$ cat src/rtl/xirq_pkg.sv
package xirq_pkg;
  localparam int XW = 32;
  localparam int IW = $clog2(XW);

  typedef enum logic [1:0] {
    REG_EN  = 2'd0,
    REG_ST  = 2'd1,
    REG_CFG = 2'd2
  } xirq_reg_e;

  // status position of internal source i
  function automatic int int_bit(input int i);
    return (i == 0) ? XW - 1 : 28 - i;
  endfunction

  // status position of external pin n
  function automatic int ext_bit(input int n, input int num_ext);
    return num_ext - 1 - n;
  endfunction

  function automatic logic [XW-1:0] impl_mask(input int num_int, input int num_ext);
    logic [XW-1:0] m;
    m = '0;
    for (int i = 0; i < num_int; i++) m[int_bit(i)] = 1'b1;
    for (int n = 0; n < num_ext; n++) m[ext_bit(n, num_ext)] = 1'b1;
    return m;
  endfunction
endpackage

$ cat src/rtl/xirq_sync.sv
module xirq_sync #(
  parameter int         W       = 1,
  parameter int         STAGES  = 2,
  parameter logic       RST_VAL = 1'b0
) (
  input  logic         clk,
  input  logic         rst_n,
  input  logic [W-1:0] d,
  output logic [W-1:0] q
);
  logic [W-1:0] chain_q [STAGES];
  logic [W-1:0] chain_d [STAGES];

  always_comb begin
    chain_d[0] = d;
    for (int i = 1; i < STAGES; i++) chain_d[i] = chain_q[i-1];
  end

  always_ff @(posedge clk or negedge rst_n) begin
    if (!rst_n) begin
      for (int i = 0; i < STAGES; i++) chain_q[i] <= {W{RST_VAL}};
    end else begin
      for (int i = 0; i < STAGES; i++) chain_q[i] <= chain_d[i];
    end
  end

  assign q = chain_q[STAGES-1];
endmodule

$ cat src/rtl/xirq_ext_cell.sv
module xirq_ext_cell (
  input  logic clk,
  input  logic rst_n,
  input  logic pin_s,
  input  logic edge_mode,
  input  logic pol,
  input  logic clr,
  output logic pend
);
  logic prev_q;
  logic pend_d;
  logic hit_edge;
  logic hit_lvl;

  always_comb begin
    hit_lvl  = (pin_s == pol);
    hit_edge = pol ? (pin_s & ~prev_q) : (~pin_s & prev_q);
    if (edge_mode) pend_d = (pend & ~clr) | hit_edge;  // a new edge beats the clear
    else           pend_d = hit_lvl;
  end

  always_ff @(posedge clk or negedge rst_n) begin
    if (!rst_n) begin
      prev_q <= 1'b1;
      pend   <= 1'b0;
    end else begin
      prev_q <= pin_s;
      pend   <= pend_d;
    end
  end
endmodule

$ cat src/rtl/xirq_prio.sv
module xirq_prio #(
  parameter int W  = 32,
  parameter int IW = $clog2(W)
) (
  input  logic [W-1:0]  req,
  output logic [IW-1:0] idx,
  output logic          vld
);
  always_comb begin
    idx = '0;
    vld = 1'b0;
    for (int i = 0; i < W; i++) begin
      if (req[i]) begin
        idx = IW'(i);
        vld = 1'b1;
      end
    end
  end
endmodule

$ cat src/rtl/xirq_ctrl.sv
module xirq_ctrl
  import xirq_pkg::*;
#(
  parameter int NUM_EXT     = 5,
  parameter int NUM_INT     = 9,
  parameter int SYNC_STAGES = 2
) (
  input  logic                clk,
  input  logic                rst_n,
  input  logic [NUM_INT-1:0]  int_src,
  input  logic [NUM_EXT-1:0]  ext_pin,
  input  logic                bus_wr,
  input  logic                bus_rd,
  input  logic [1:0]          bus_addr,
  input  logic [XW-1:0]       bus_wdata,
  output logic [XW-1:0]       bus_rdata,
  output logic                bus_rvld,
  output logic                irq,
  output logic [IW-1:0]       pend_idx,
  output logic                pend_vld
);
  localparam int              CFG_W    = 2 * NUM_EXT;
  localparam int              CFG_LSB  = XW - CFG_W;
  localparam logic [XW-1:0]   IMPL     = impl_mask(NUM_INT, NUM_EXT);

  // reset: asynchronous assert, synchronous release
  logic [1:0] rst_pipe_q;
  logic       rst_sn;
  always_ff @(posedge clk or negedge rst_n) begin
    if (!rst_n) rst_pipe_q <= 2'b00;
    else        rst_pipe_q <= {rst_pipe_q[0], 1'b1};
  end
  assign rst_sn = rst_pipe_q[1];

  // register bus decode
  logic              en_we, cfg_we;
  logic [XW-1:0]     clr_vec;
  logic [XW-1:0]     en_q, en_d;
  logic [CFG_W-1:0]  cfg_q, cfg_d;

  always_comb begin
    en_we   = bus_wr && (bus_addr == REG_EN);
    cfg_we  = bus_wr && (bus_addr == REG_CFG);
    clr_vec = (bus_wr && (bus_addr == REG_ST)) ? bus_wdata : '0;
    en_d    = bus_wdata & IMPL;
    cfg_d   = bus_wdata[XW-1:CFG_LSB];
  end

  always_ff @(posedge clk or negedge rst_sn) begin
    if (!rst_sn) begin
      en_q  <= '0;
      cfg_q <= '0;
    end else begin
      if (en_we)  en_q  <= en_d;
      if (cfg_we) cfg_q <= cfg_d;
    end
  end

  // external pins
  logic [NUM_EXT-1:0] pin_s;
  logic [NUM_EXT-1:0] st_ext;

  xirq_sync #(.W(NUM_EXT), .STAGES(SYNC_STAGES), .RST_VAL(1'b1)) u_sync (
    .clk   (clk),
    .rst_n (rst_sn),
    .d     (ext_pin),
    .q     (pin_s)
  );

  for (genvar n = 0; n < NUM_EXT; n++) begin : g_ext
    localparam int FLD = 2 * (NUM_EXT - 1 - n);
    xirq_ext_cell u_cell (
      .clk       (clk),
      .rst_n     (rst_sn),
      .pin_s     (pin_s[n]),
      .edge_mode (cfg_q[FLD+1]),
      .pol       (cfg_q[FLD]),
      .clr       (clr_vec[ext_bit(n, NUM_EXT)]),
      .pend      (st_ext[n])
    );
  end

  // internal level sources: mirrored, never cleared
  logic [NUM_INT-1:0] int_q;
  always_ff @(posedge clk or negedge rst_sn) begin
    if (!rst_sn) int_q <= '0;
    else         int_q <= int_src;
  end

  logic [XW-1:0] st_all;
  always_comb begin
    st_all = '0;
    for (int n = 0; n < NUM_EXT; n++) st_all[ext_bit(n, NUM_EXT)] = st_ext[n];
    for (int i = 0; i < NUM_INT; i++) st_all[int_bit(i)] = int_q[i];
  end

  // request and priority
  logic [XW-1:0] act;
  logic          irq_d;
  assign act   = st_all & en_q;
  assign irq_d = |act;

  xirq_prio #(.W(XW), .IW(IW)) u_prio (
    .req (act),
    .idx (pend_idx),
    .vld (pend_vld)
  );

  // registered read port
  logic [XW-1:0] rdata_d;
  always_comb begin
    case (bus_addr)
      REG_EN:  rdata_d = en_q;
      REG_ST:  rdata_d = st_all;
      REG_CFG: rdata_d = {cfg_q, {CFG_LSB{1'b0}}};
      default: rdata_d = '0;
    endcase
  end

  always_ff @(posedge clk or negedge rst_sn) begin
    if (!rst_sn) begin
      irq       <= 1'b0;
      bus_rvld  <= 1'b0;
      bus_rdata <= '0;
    end else begin
      irq      <= irq_d;
      bus_rvld <= bus_rd;
      if (bus_rd) bus_rdata <= rdata_d;
    end
  end
endmodule

$ cat config.mk
export PLATFORM = sky130hd
export DESIGN_NAME = xirq_ctrl
export DESIGN_NICKNAME = d
export VERILOG_FILES = /design/src/rtl/xirq_pkg.sv /design/src/rtl/xirq_sync.sv /design/src/rtl/xirq_ext_cell.sv /design/src/rtl/xirq_prio.sv /design/src/rtl/xirq_ctrl.sv
export SDC_FILE = /design/constraint.sdc
export NUM_CORES = 1
export LEC_CHECK = 0
export ABC_AREA = 1
export BUFFER_PORTS_ARGS = -buffer_cell sky130_fd_sc_hd__buf_4
export CAP_MARGIN = 40
export CELL_PAD_IN_SITES_DETAIL_PLACEMENT = 1
export CELL_PAD_IN_SITES_GLOBAL_PLACEMENT = 1
export CORE_MARGIN = 4
export CORE_UTILIZATION = 39
export DETAILED_ROUTE_END_ITERATION = 8
export GPL_TIMING_DRIVEN = 1
export PLACE_DENSITY_LB_ADDON = 0.2
export SYNTH_ARGS = -nofsm -noshare
export SYNTH_HDL_FRONTEND = slang
export SYNTH_SLANG_ARGS = --single-unit
$ cat constraint.sdc
create_clock -name clk -period 2.8 [get_ports clk]
set_clock_uncertainty 0.05 [all_clocks]
set_input_delay 0.14 -clock clk [delete_from_list [all_inputs] [get_ports clk]]
set_output_delay 0.14 -clock clk [all_outputs]
set_load 0.03 [all_outputs]
* Yosys cells after proc, flatten, opt, wreduce, memory -nomap -nowiden
Cells that the tools add are included.
Storage, ports and cells: memories 0, register bits 89, input port bits 52, bits in read-only memories 0, bits in writable memories 0, latch bits 0
Operators by class: $mul 0, add/subtract/negate cells 0, equal/unequal tests 7, divide/modulo/power cells 0, order comparisons 0, shift operators 0, muxes and demuxes 75, reduce and logical (&&, ||, !) cells 5, bitwise operators 36
Operator list (count):
- 32-bit one-hot mux with 3 select lines | 1
- 5-bit two-way mux | 17
- 1-bit two-way mux | 43
- 32-bit bitwise AND | 1
- 4-bit two-way mux | 8
- 32-bit OR reduction | 1
- 1-bit bitwise AND | 15
- 1-bit inverter | 15
- 3-bit two-way mux | 4
- 1-bit equality test | 5
- 1-bit OR | 5
- 2-bit two-way mux | 2
- 1-bit logical AND | 3
- 2-bit by 1-bit equality test with 1-bit output, second input constant | 1
- 2-bit equality test, second input constant | 1
- 2-bit zero test | 1

* Logic depth before layout (Yosys ltp)
Gate-level depths: netlist of run 1.
depth after elaboration 33, mapped depth 12

* By module
From an unflattened synthesis of run 1, not the netlist that was laid out.
Second synthesis, totals: cell total of the unflattened synthesis 467, area, all modules 3711.1 um2
By module, submodules not included:
- xirq_ctrl | area an instance 2573.7 um2, seq. area each 1351.3 um2, cells each 296, times used 1
- xirq_ext_cell | area an instance 88.8 um2, seq. area each 51.3 um2, cells each 11, times used 5
- xirq_prio | area an instance 430.4 um2, seq. area each 0.0 um2, cells each 106, times used 1
- xirq_sync | area an instance 262.8 um2, seq. area each 262.8 um2, cells each 10, times used 1

* Worst setup path after synthesis of run 1
OpenSTA, ideal clock, no wires.
kind register -> output, start reg en_q[21], end out pend_idx[2], slack 1.345 ns, path buffers 0, arrival 1.265 ns, stages on the path, launching flop included 4, path through dfrtp_1 nand2_1 nor3b_1 o21ai_0
On the way: word-level cells in the longest chain between the ends 12
RTL lines:
- start: declaration | line xirq_ctrl.sv:38 | logic [XW-1:0] en_q, en_d;
- start signal: assignment | line xirq_ctrl.sv:54 | if (en_we) en_q <= en_d;
- 32-bit bitwise AND | line xirq_ctrl.sv:100 | assign act = st_all & en_q;
- 5-bit two-way mux (11 in a row) | line xirq_prio.sv:13 | if (req[i]) begin
- end: declaration | line xirq_ctrl.sv:19 | output logic [IW-1:0] pend_idx,
No other way between the ends.

* Worst setup path after layout of run 1
start reg en_q[23], end out pend_idx[2]
On the way: word-level cells in the longest chain between the ends 10
RTL lines (line):
- 32-bit bitwise AND | xirq_ctrl.sv:100
- 5-bit two-way mux (9 in a row) | xirq_prio.sv:13
No other way between the ends.

==> results of run 1 <==
-- sequential cells by signal, summed over array words and instances (netlist names) --
signal and flops:
g_ext.u_cell.pend 5, g_ext.u_cell.prev_q 5, rst_pipe_q 2, cfg_q 10, en_q 14, u_sync.q 5, bus_rdata 17, irq 1
u_sync.chain_d 5, int_q 9, bus_rvld 1
-- cell families (layout without fill, tap and decap cells) --
logic type | count (synthesis) | after routing | synth area share
multiplexers | 11 | 11 | 0.04205
other | 2 | 16 | 0.002404
flip-flops | 74 | 74 | 0.5987
buffers and inverters | 50 | 129 | 0.08850
AO/OA/AOI/OAI | 48 | 48 | 0.1045
AND/OR/NAND/NOR | 120 | 120 | 0.1638
-- power by group --
part | internal, uW | switching [uW] | total, uW
combinational | 245 | 357 | 602
sequential | 1210 | 112 | 1320
clock | 413 | 402 | 815
-- repair_timing --
action,in CTS,in global routing
setup endpoints to repair,0,0
hold buffers,24,0
hold endpoints to repair,25,0
-- layer usage --
layer / wire length, microns / vias up / GRT usage / share of wire
li1: - / 1142 / - / -
met1: 3272 / 1150 / 0.2168 / 0.43
met2: 3689 / 73 / 0.2652 / 0.49
met3: 435 / 11 / 0.05671 / 0.058
met4: 145 / 0 / 0.05751 / 0.019
met5: 0 / - / 0 / 0
-- stage by stage --
| step | area, sq um | hold WS [ns] | power [uW] | cells | setup slack [ns] |
|---|---|---|---|---|---|
| final | 4049 | 0.01379 | 2736 | 500 | 0.9368 |
| after CTS | 4049 | 0.001712 | 2775 | 500 | 0.9366 |
| after floorplan | 3177 | -0.2056 | 1705 | 319 | 0.5628 |
| after global routing | 4049 | 0.006680 | 2901 | 500 | 0.7155 |
| after global placement | 3613 | -0.1272 | 1896 | 460 | 1.189 |
| after detailed placement | 3613 | -0.1265 | 1920 | 460 | 1.149 |
-- worst register-to-register path, stage by stage (launching register included) --
cell and delay, ns:
dfrtp_1 0.40, nand2_1 0.12, nand2_1 0.10, nor3b_1 0.36
nand3_1 0.13
-- worst min path at each step --
stage | from | slack (ns) | cells after the start | end
2_1_floorplan | rst_n | -0.21 | 0 | rst_pipe_q[0]
3_3_place_gp | rst_n | -0.13 | 1 | rst_pipe_q[0]
3_5_place_dp | rst_n | -0.13 | 1 | rst_pipe_q[0]
4_1_cts | bus_wdata[26] | 0.002 | 3 | cfg_q[4]
5_1_grt | bus_wdata[26] | 0.007 | 3 | cfg_q[4]
6_report | bus_wdata[26] | 0.01 | 3 | cfg_q[4]
-- layout make-up --
| cell class | instances | area share |
|---|---|---|
| clock buffers | 10 | 0.03152 |
| clock inverters | 6 | 0.01669 |
| inverters | 27 | 0.02627 |
| multi-input cells | 195 | 0.2543 |
| flip-flops and latches | 74 | 0.4623 |
| well taps | 102 | 0.03152 |
| repair buffers | 86 | 0.1774 |
-- placed cells by master, fill, tap and decap left out --
cell and instances:
nand4_1 2, mux2_2 9, clkbuf_8 9, a21oi_2 1, buf_4 61, nand2_2 2
clkinv_4 2, o311ai_1 5, dfstp_2 15, clkbuf_1 1, mux2_4 2, clkinv_2 1
nand2_1 85, buf_12 1, o21ai_0 16, dfrtp_1 58, a211oi_1 1, nor2_1 14
nand2_8 1, inv_1 26, dfrtp_2 1, a31oi_1 8, clkinvlp_4 2, dlygate4sd3_1 24
bufinv_16 1, nor2_4 2, nor3b_1 1, nand3_1 13, o21ai_2 7, conb_1 16
o21bai_1 1, inv_6 1, o211ai_1 9
==> results.yml, run 1 <==
sta:
  tightest_slew_ns: 0.6633
  setup_viol: 0
  relSlewSlack: 0.5578
  rsz0062_at_grt: "no"
  finalHoldViolations: 0
  slew_viol_final: 0
  fmax_ghz: 0.5367
  setup_tns_ns: 0
  period_share: 0.6654
  period_needed_ns: 1.863
power:
  p_per_area_nw_per_um2: 675.8
  cellLeakagePower_uw: 0.001939
  peakVddDrop_uv: 323.1
synth:
  synthFlopType: "dfrtp_1"
  yosysSeqAreaShare: 0.5987
  yosysTopAreaCell: "dfrtp_1"
  synth_top_cell_area_share: 0.4726
  ys_warn_count: 0
  async_reset_ff_frac: 1.000
  ys_top_cells_by_count: "85 x nand2_1, 59 x dfrtp_1, 26 x inv_1, 16 x o21ai_0"
  ys_types: 28
  yosys_register_bits: 74
  syn_inst: 305
  synth_area_leaders: "dfrtp_1 47%, dfstp_2 13%, nand2_1 10%"
  yosysMostFrequentCell: "nand2_1"
  syn_area_sq_um: 3124
  syn_area_per_cell_sq_um: 10.24
  synth_edf_count: 0
outcome:
  status: "complete, no violations"
global_routing:
  grt_overflow: 0
  grt_start_max_net_pins: 45
  grt_usage: 0.1682
  antenna_found_initial: 0
  grt_pass1_vias: 2539
  grt_pass1_wl_microns: 12640
detailed_routing:
  drtAntennaViolNets: 0
  routed-via-count: 2376
  drt_pass1_iterations: 4
  detail_route.wl_per_cell_microns: 15.09
  wirelength_microns: 7543
  route.detailed.drc: 0
  first_iter_violations: 101
  viasPerCell: 4.752
die:
  core_area_sq_um: 7767
  num_io_pins: 92
  start_util: 0.4022
  die_w_microns: 97.51
  die_y_microns: 97.51
  die_area_sq_um: 9507
  rows: 32
cts:
  cts-root-buf: "clkbuf_8"
  cts_max_level: 3
  insertion_delay_ns: 0.35
  cts.sinks: 74
  cts_setup_buffers: 0
  cts_made_buffers: 9
  tritoncts: "yes"
  clkSlewWorstSetupHoldPaths_ns: 0.07
  cts_resized: 0
  cts_buffer_depth: 2
place:
  dpl.hpwl_microns: 5243
  port_buffers: 61
  gp_congestion: 0.7347
setup_path:
  crit_path_cell_trace: "nand2_1, nand2_1, nor3b_1, o21ai_0, buf_4"
  worstSetupEndpointType: "output port"
  cp_data_required_time_ns: 2.61
  r2r-end: "irq"
  cp-startpoint: "en_q[23]"
  worstPathArrival_ns: 1.67
  path_max_fanout: 3
  slowest_stage: "dfrtp_1"
  max_stage_delay_ns: 0.40
  path_depth: 5
  reg2reg_slack_ns: 1.49
  r2r_start: "en_q[23]"
  crit_type: "flip-flop to output port"
  startpoint_type: "flip-flop"
  crit_buf_inv: 1
  crit_path_end: "pend_idx[2]"
  critPathTopFamily: "simple AND/OR/NAND/NOR gates"
  reg2reg_depth: 4
  cp_common_cell: "nand2_1"
final_layout:
  final_nets: 445
  fin_util: 0.5213
  drive_gt1_frac: 0.2965
  regArea_sq_um: 1872
  multi_input_area_sq_um: 1030
  nFillCells: 884
  diodes: 0
  area_growth_pct: 29.60
job:
  cap_violations: 0
hold_path:
  hold_class: "input pin to flip-flop"
No activity file was read; power rests on OpenSTA's default activity.
==> run 2: changes to the inputs <==
- clock period: 2.8 -> 1.9 ns (I/O delays scaled with it)
==> run 2 against run 1 <==
  * Design area is 3.1% higher
  * Register-to-register slack worse by 0.82 ns
  * Via count is 0.72% higher
  * Highest routed layer unchanged
  * Routed wire length is 1.9% higher
  * Cell count is 3.0% higher
==> results.yml, run 2 (synthesis gave the netlist of run 1 again) <==
final_layout:
  final_cell_mix: "83 x nand2_1, 66 x buf_4, 58 x dfrtp_1"
  multi_input_area_sq_um: 1042
  fin_util: 0.5374
  nFillCells: 869
  area_growth_pct: 33.60
  largest_register_ffs: 17
  diodes: 0
  drive_gt1_frac: 0.3075
  top_register: "bus_rdata"
  regArea_sq_um: 1872
  final_common_cell: "nand2_1"
  final_nets: 460
  reg_top3: "bus_rdata (17), en_q (14), cfg_q (10)"
die:
  die_area_sq_um: 9507
  rows: 32
  core_area_sq_um: 7767
  die_y_microns: 97.51
  start_util: 0.4022
  num_io_pins: 92
  die_w_microns: 97.51
sta:
  slew_viol_final: 0
  relSlewSlack: 0.6615
  finalHoldViolations: 0
  rsz0062_at_grt: "no"
  tightest_slew_ns: 0.5078
  setup_viol: 0
  period_needed_ns: 1.727
  fmax_ghz: 0.5792
  setup_tns_ns: 0
  period_share: 0.9087
detailed_routing:
  drtAntennaViolNets: 0
  wirelength_microns: 7686
  first_iter_violations: 78
  viasPerCell: 4.647
  route.detailed.drc: 0
  detail_route.wl_per_cell_microns: 14.92
  routed-via-count: 2393
  drt_pass1_iterations: 4
global_routing:
  grt_pass1_wl_microns: 12930
  grt_usage: 0.1728
  antenna_found_initial: 0
  grt_overflow: 0
  grt_pass1_vias: 2627
  grt_start_max_net_pins: 41
cts:
  insertion_delay_ns: 0.36
  cts_made_buffers: 9
  tritoncts: "yes"
  cts_buffer_depth: 2
  clkSlewWorstSetupHoldPaths_ns: 0.09
  cts-root-buf: "clkbuf_8"
  cts_max_level: 3
  cts.sinks: 74
outcome:
  status: "complete, no violations"
place:
  dpl.hpwl_microns: 5494
  gp_congestion: 0.7762
  port_buffers: 61
setup_path:
  worstSetupEndpointType: "output port"
  path_max_fanout: 4
  r2r-end: "irq"
  worstPathArrival_ns: 1.58
  crit_type: "flip-flop to output port"
  cp_data_required_time_ns: 1.75
  reg2reg_slack_ns: 0.67
  cp-startpoint: "en_q[27]"
  r2r_start: "en_q[27]"
  startpoint_type: "flip-flop"
  reg2reg_depth: 6
power:
  p_total_uw: 3968
  p_per_area_nw_per_um2: 950.6
  cellLeakagePower_uw: 0.001998
  peakVddDrop_uv: 538.8
job:
  cap_violations: 0
hold_path:
  min_to: "cfg_q[9]"
  hold_class: "input pin to flip-flop"
  worstHoldStart: "bus_wr"
  hold-path-cell-count: 3
run 2: cell types whose count changed in the layout (fill, tap and decap cells not counted), moves of 2 or more:
cell           before  now
nand2_2             2    4
buf_4              61   66
dlygate4sd3_1      24   34
nand2_1            85   83
clkinv_4            2    4
run 2: worst max-delay path by stage:
| stage | end | slack [ns] | cells after the start |
|---|---|---|---|
| final | pend_idx[4] | 0.17 | 7 |
| after global routing | pend_idx[4] | 0.02 | 7 |
| after CTS | pend_idx[2] | 0.02 | 5 |
| after detailed placement | pend_idx[2] | 0.42 | 5 |
| after global placement | pend_idx[2] | 0.43 | 5 |
| after floorplan | pend_idx[2] | 0.49 | 3 |
run 2: repair_timing:
action	in CTS	in global routing
hold buffers	34	0
endpoints found under the hold margin	37	0
setup buffers	0	0
resized for setup	0	5
setup endpoints to repair	0	5
run 2: report_power, final:
| group | internal (uW) | switching (uW) |
|---|---|---|
| clock | 487 | 619 |
| combinational | 386 | 548 |
| sequential | 1780 | 149 |
| total | 2650 | 1320 |
run 2: per-stage QoR:
step	setup WS [ns]	area [sq um]	hold slack (ns)	instances
after detailed placement	0.4230	3638	-0.1692	465
after floorplan	0.4895	3178	-0.2506	319
final	0.1734	4174	0.08787	515
after global placement	0.4297	3638	-0.1719	465
after global routing	0.01559	4174	0.08272	515
after CTS	0.02205	4158	0.07789	515
run 2: per-layer routing:
layer / share of wire / GRT usage / up-vias
li1: - / - / 1174
met1: 0.43 / 0.2144 / 1148
met2: 0.50 / 0.2910 / 60
met3: 0.052 / 0.05097 / 11
met4: 0.013 / 0.05218 / 0
met5: 0 / 0 / -
run 2: layout make-up:
cell class,count,share of cell area
flip-flops and latches,74,0.4484
multi-input cells,195,0.2497
clock buffers,10,0.03058
well taps,102,0.03058
clock inverters,6,0.01229
repair buffers,101,0.2029
inverters,27,0.02548
run 2: worst max-delay path, cell delays in order (launching register included):
cell,delay [ns]
dfrtp_1,0.40
nand2_1,0.15
nand2_1,0.09
inv_1,0.07
nand2_1,0.07
nor2_2,0.15
nand4_1,0.11
buf_4,0.19
==> run 3: changes to the inputs <==
- clock period: 1.9 -> 1.7 ns (I/O delays scaled with it)
==> run 3 against run 2 <==
  * Register-to-register slack worse by 0.63 ns
  * Core utilization up 3.1 points
  * Sequential share of layout area shrank 2.5 points
  * Count of clock-buffer cells in the layout is 2 higher
  * Die area unchanged
  * Critical path depth grew 5
  * Clock power rose by 41%
  * Routed wire length rose by 8.8%
  * Cell count rose by 3.1%
  * First-iteration DRC count shrank 7.7%
  * Combinational power increased by 34%
==> results.yml, run 3 (synthesis gave the netlist of run 1 again) <==
outcome:
  status: "complete, no violations"
hold_path:
  hold_class: "input pin to flip-flop"
setup_path:
  critPathTopFamily: "simple AND/OR/NAND/NOR gates"
  crit_path_cell_trace: "nand2_2, nand2_4, inv_2, nand2_1, nand2_1, nand2_1, nand2_1, nand2_1, nand2_1, nand2_1, nand2_1, buf_6"
  cp_data_required_time_ns: 1.56
  startpoint_type: "flip-flop"
  worstPathArrival_ns: 1.55
  slowest_stage: "dfrtp_1"
  crit_type: "flip-flop to output port"
  path_max_fanout: 2
  crit_buf_inv: 2
  max_stage_delay_ns: 0.42
  worstSetupEndpointType: "output port"
  cp_common_cell: "nand2_1"
sta:
  rsz0062_at_grt: "yes"
  period_needed_ns: 1.683
  period_share: 0.9897
  layout_setup_ws_ns: 0.01745
  relSlewSlack: 0.6585
  setup_viol: 0
  finalHoldViolations: 0
  fmax_ghz: 0.5943
  tightest_slew_ns: 0.5105
  slew_viol_final: 0
global_routing:
  grt_start_max_net_pins: 49
  grt_usage: 0.1857
  antenna_found_initial: 0
  grt_pass1_vias: 2746
  grt_pass1_wl_microns: 13730
  grt_overflow: 0
cts:
  cts-root-buf: "clkbuf_8"
  cts_max_level: 3
  insertion_delay_ns: 0.36
  cts_made_buffers: 9
  tritoncts: "yes"
  clkSlewWorstSetupHoldPaths_ns: 0.08
  cts.sinks: 74
  cts_buffer_depth: 2
die:
  die_y_microns: 97.51
  core_area_sq_um: 7767
  num_io_pins: 92
  die_w_microns: 97.51
  rows: 32
  start_util: 0.4022
  die_area_sq_um: 9507
detailed_routing:
  routed-via-count: 2545
  drt_pass1_iterations: 4
  route.detailed.drc: 0
  detail_route.wl_per_cell_microns: 15.75
  viasPerCell: 4.793
  first_iter_violations: 72
  wirelength_microns: 8365
  drtAntennaViolNets: 0
final_layout:
  stdcell_area_sq_um: 4415
  area_growth_pct: 41.33
  drive_gt1_frac: 0.3636
  final_common_cell: "buf_4"
  diodes: 0
  largest_register_ffs: 17
  reg_top3: "bus_rdata (17), en_q (14), cfg_q (10)"
  top_register: "bus_rdata"
  final_nets: 476
  final_cell_mix: "80 x buf_4, 75 x nand2_1, 58 x dfrtp_1"
job:
  cap_violations: 0
power:
  p_total_uw: 4981
  peakVddDrop_uv: 501.1
  p_per_area_nw_per_um2: 1128
  cellLeakagePower_uw: 0.002112
place:
  gp_congestion: 0.7751
  place_ws_ns: 0.2366
  port_buffers: 61
  dpl_cell_area_sq_um: 3636
  dpl.hpwl_microns: 5520
[run 3: cell types whose count changed in the layout (fill, tap and decap cells not counted), sizes merged]
cell,change
buf,+16
bufinv,+2
clkbuf,+2
clkinv,-4
clkinvlp,+1
inv,-1
[run 3: tightest hold or removal path, cell delays in order]
cell     delay, ns
buf_4         0.14
nand2_8       0.16
o21ai_2       0.06
[run 3: through the flow]
step | cells | hold slack (ns) | TNS, ns | util
3_5_place_dp | 463 | -0.1806 | 0 | 0.4681
5_1_grt | 531 | 0.08522 | -0.2917 | 0.5685
2_1_floorplan | 319 | -0.2606 | 0 | -
6_report | 531 | 0.08400 | 0 | 0.5685
3_3_place_gp | 463 | -0.1820 | 0 | 0.4681
4_1_cts | 525 | 0.06284 | -0.0002610 | 0.5575
[run 3: path summary, 6_finish.rpt]
kind | from | to | slack, ns | cells after the start
min | bus_wr | cfg_q[3] | 0.08 | 3
min reg2reg | rst_pipe_q[1] | bus_rdata[27] | 0.21 | 1
max in group asynchronous | rst_n | rst_pipe_q[1] | 0.94 | 3
min in group asynchronous | rst_pipe_q[1] | bus_rdata[27] | 0.21 | 1
max reg2reg | en_q[22] | irq | 0.04 | 9
max | g_ext[0].u_cell.pend | pend_idx[0] | 0.02 | 12
[run 3: power by group]
group	switching [uW]	total [uW]	internal (uW)
registers	176	2160	1990
logic	686	1250	559
clock network	664	1570	907
total	1530	4980	3450
[run 3: area by class of cell]
cell class | instances | area [sq um]
clock buffers | 12 | 155.1
clock inverters | 4 | 75.07
fillers | 882 | 3352
inverters | 27 | 106.4
multi-input cells | 195 | 1096
flip-flops and latches | 74 | 1872
well taps | 102 | 127.6
repair buffers | 117 | 983.4
[run 3: repair_timing]
| action | 4_1_cts | 5_1_grt |
|---|---|---|
| setup endpoints to repair | 5 | 6 |
| hold buffers | 34 | 0 |
| buffers inserted | 12 | 6 |
| gates resized for setup | 13 | 11 |
| pin swaps | 7 | 6 |
| hold endpoints to repair | 40 | 0 |
[run 3: layer usage]
layer  GRT usage  vias to the layer above  part of all wire
met1      0.2188                     1270              0.41
met4     0.06709                        0             0.013
met3     0.05240                       11             0.054
li1            -                     1207                 -
met5           0                        -                 0
met2      0.3221                       57              0.52
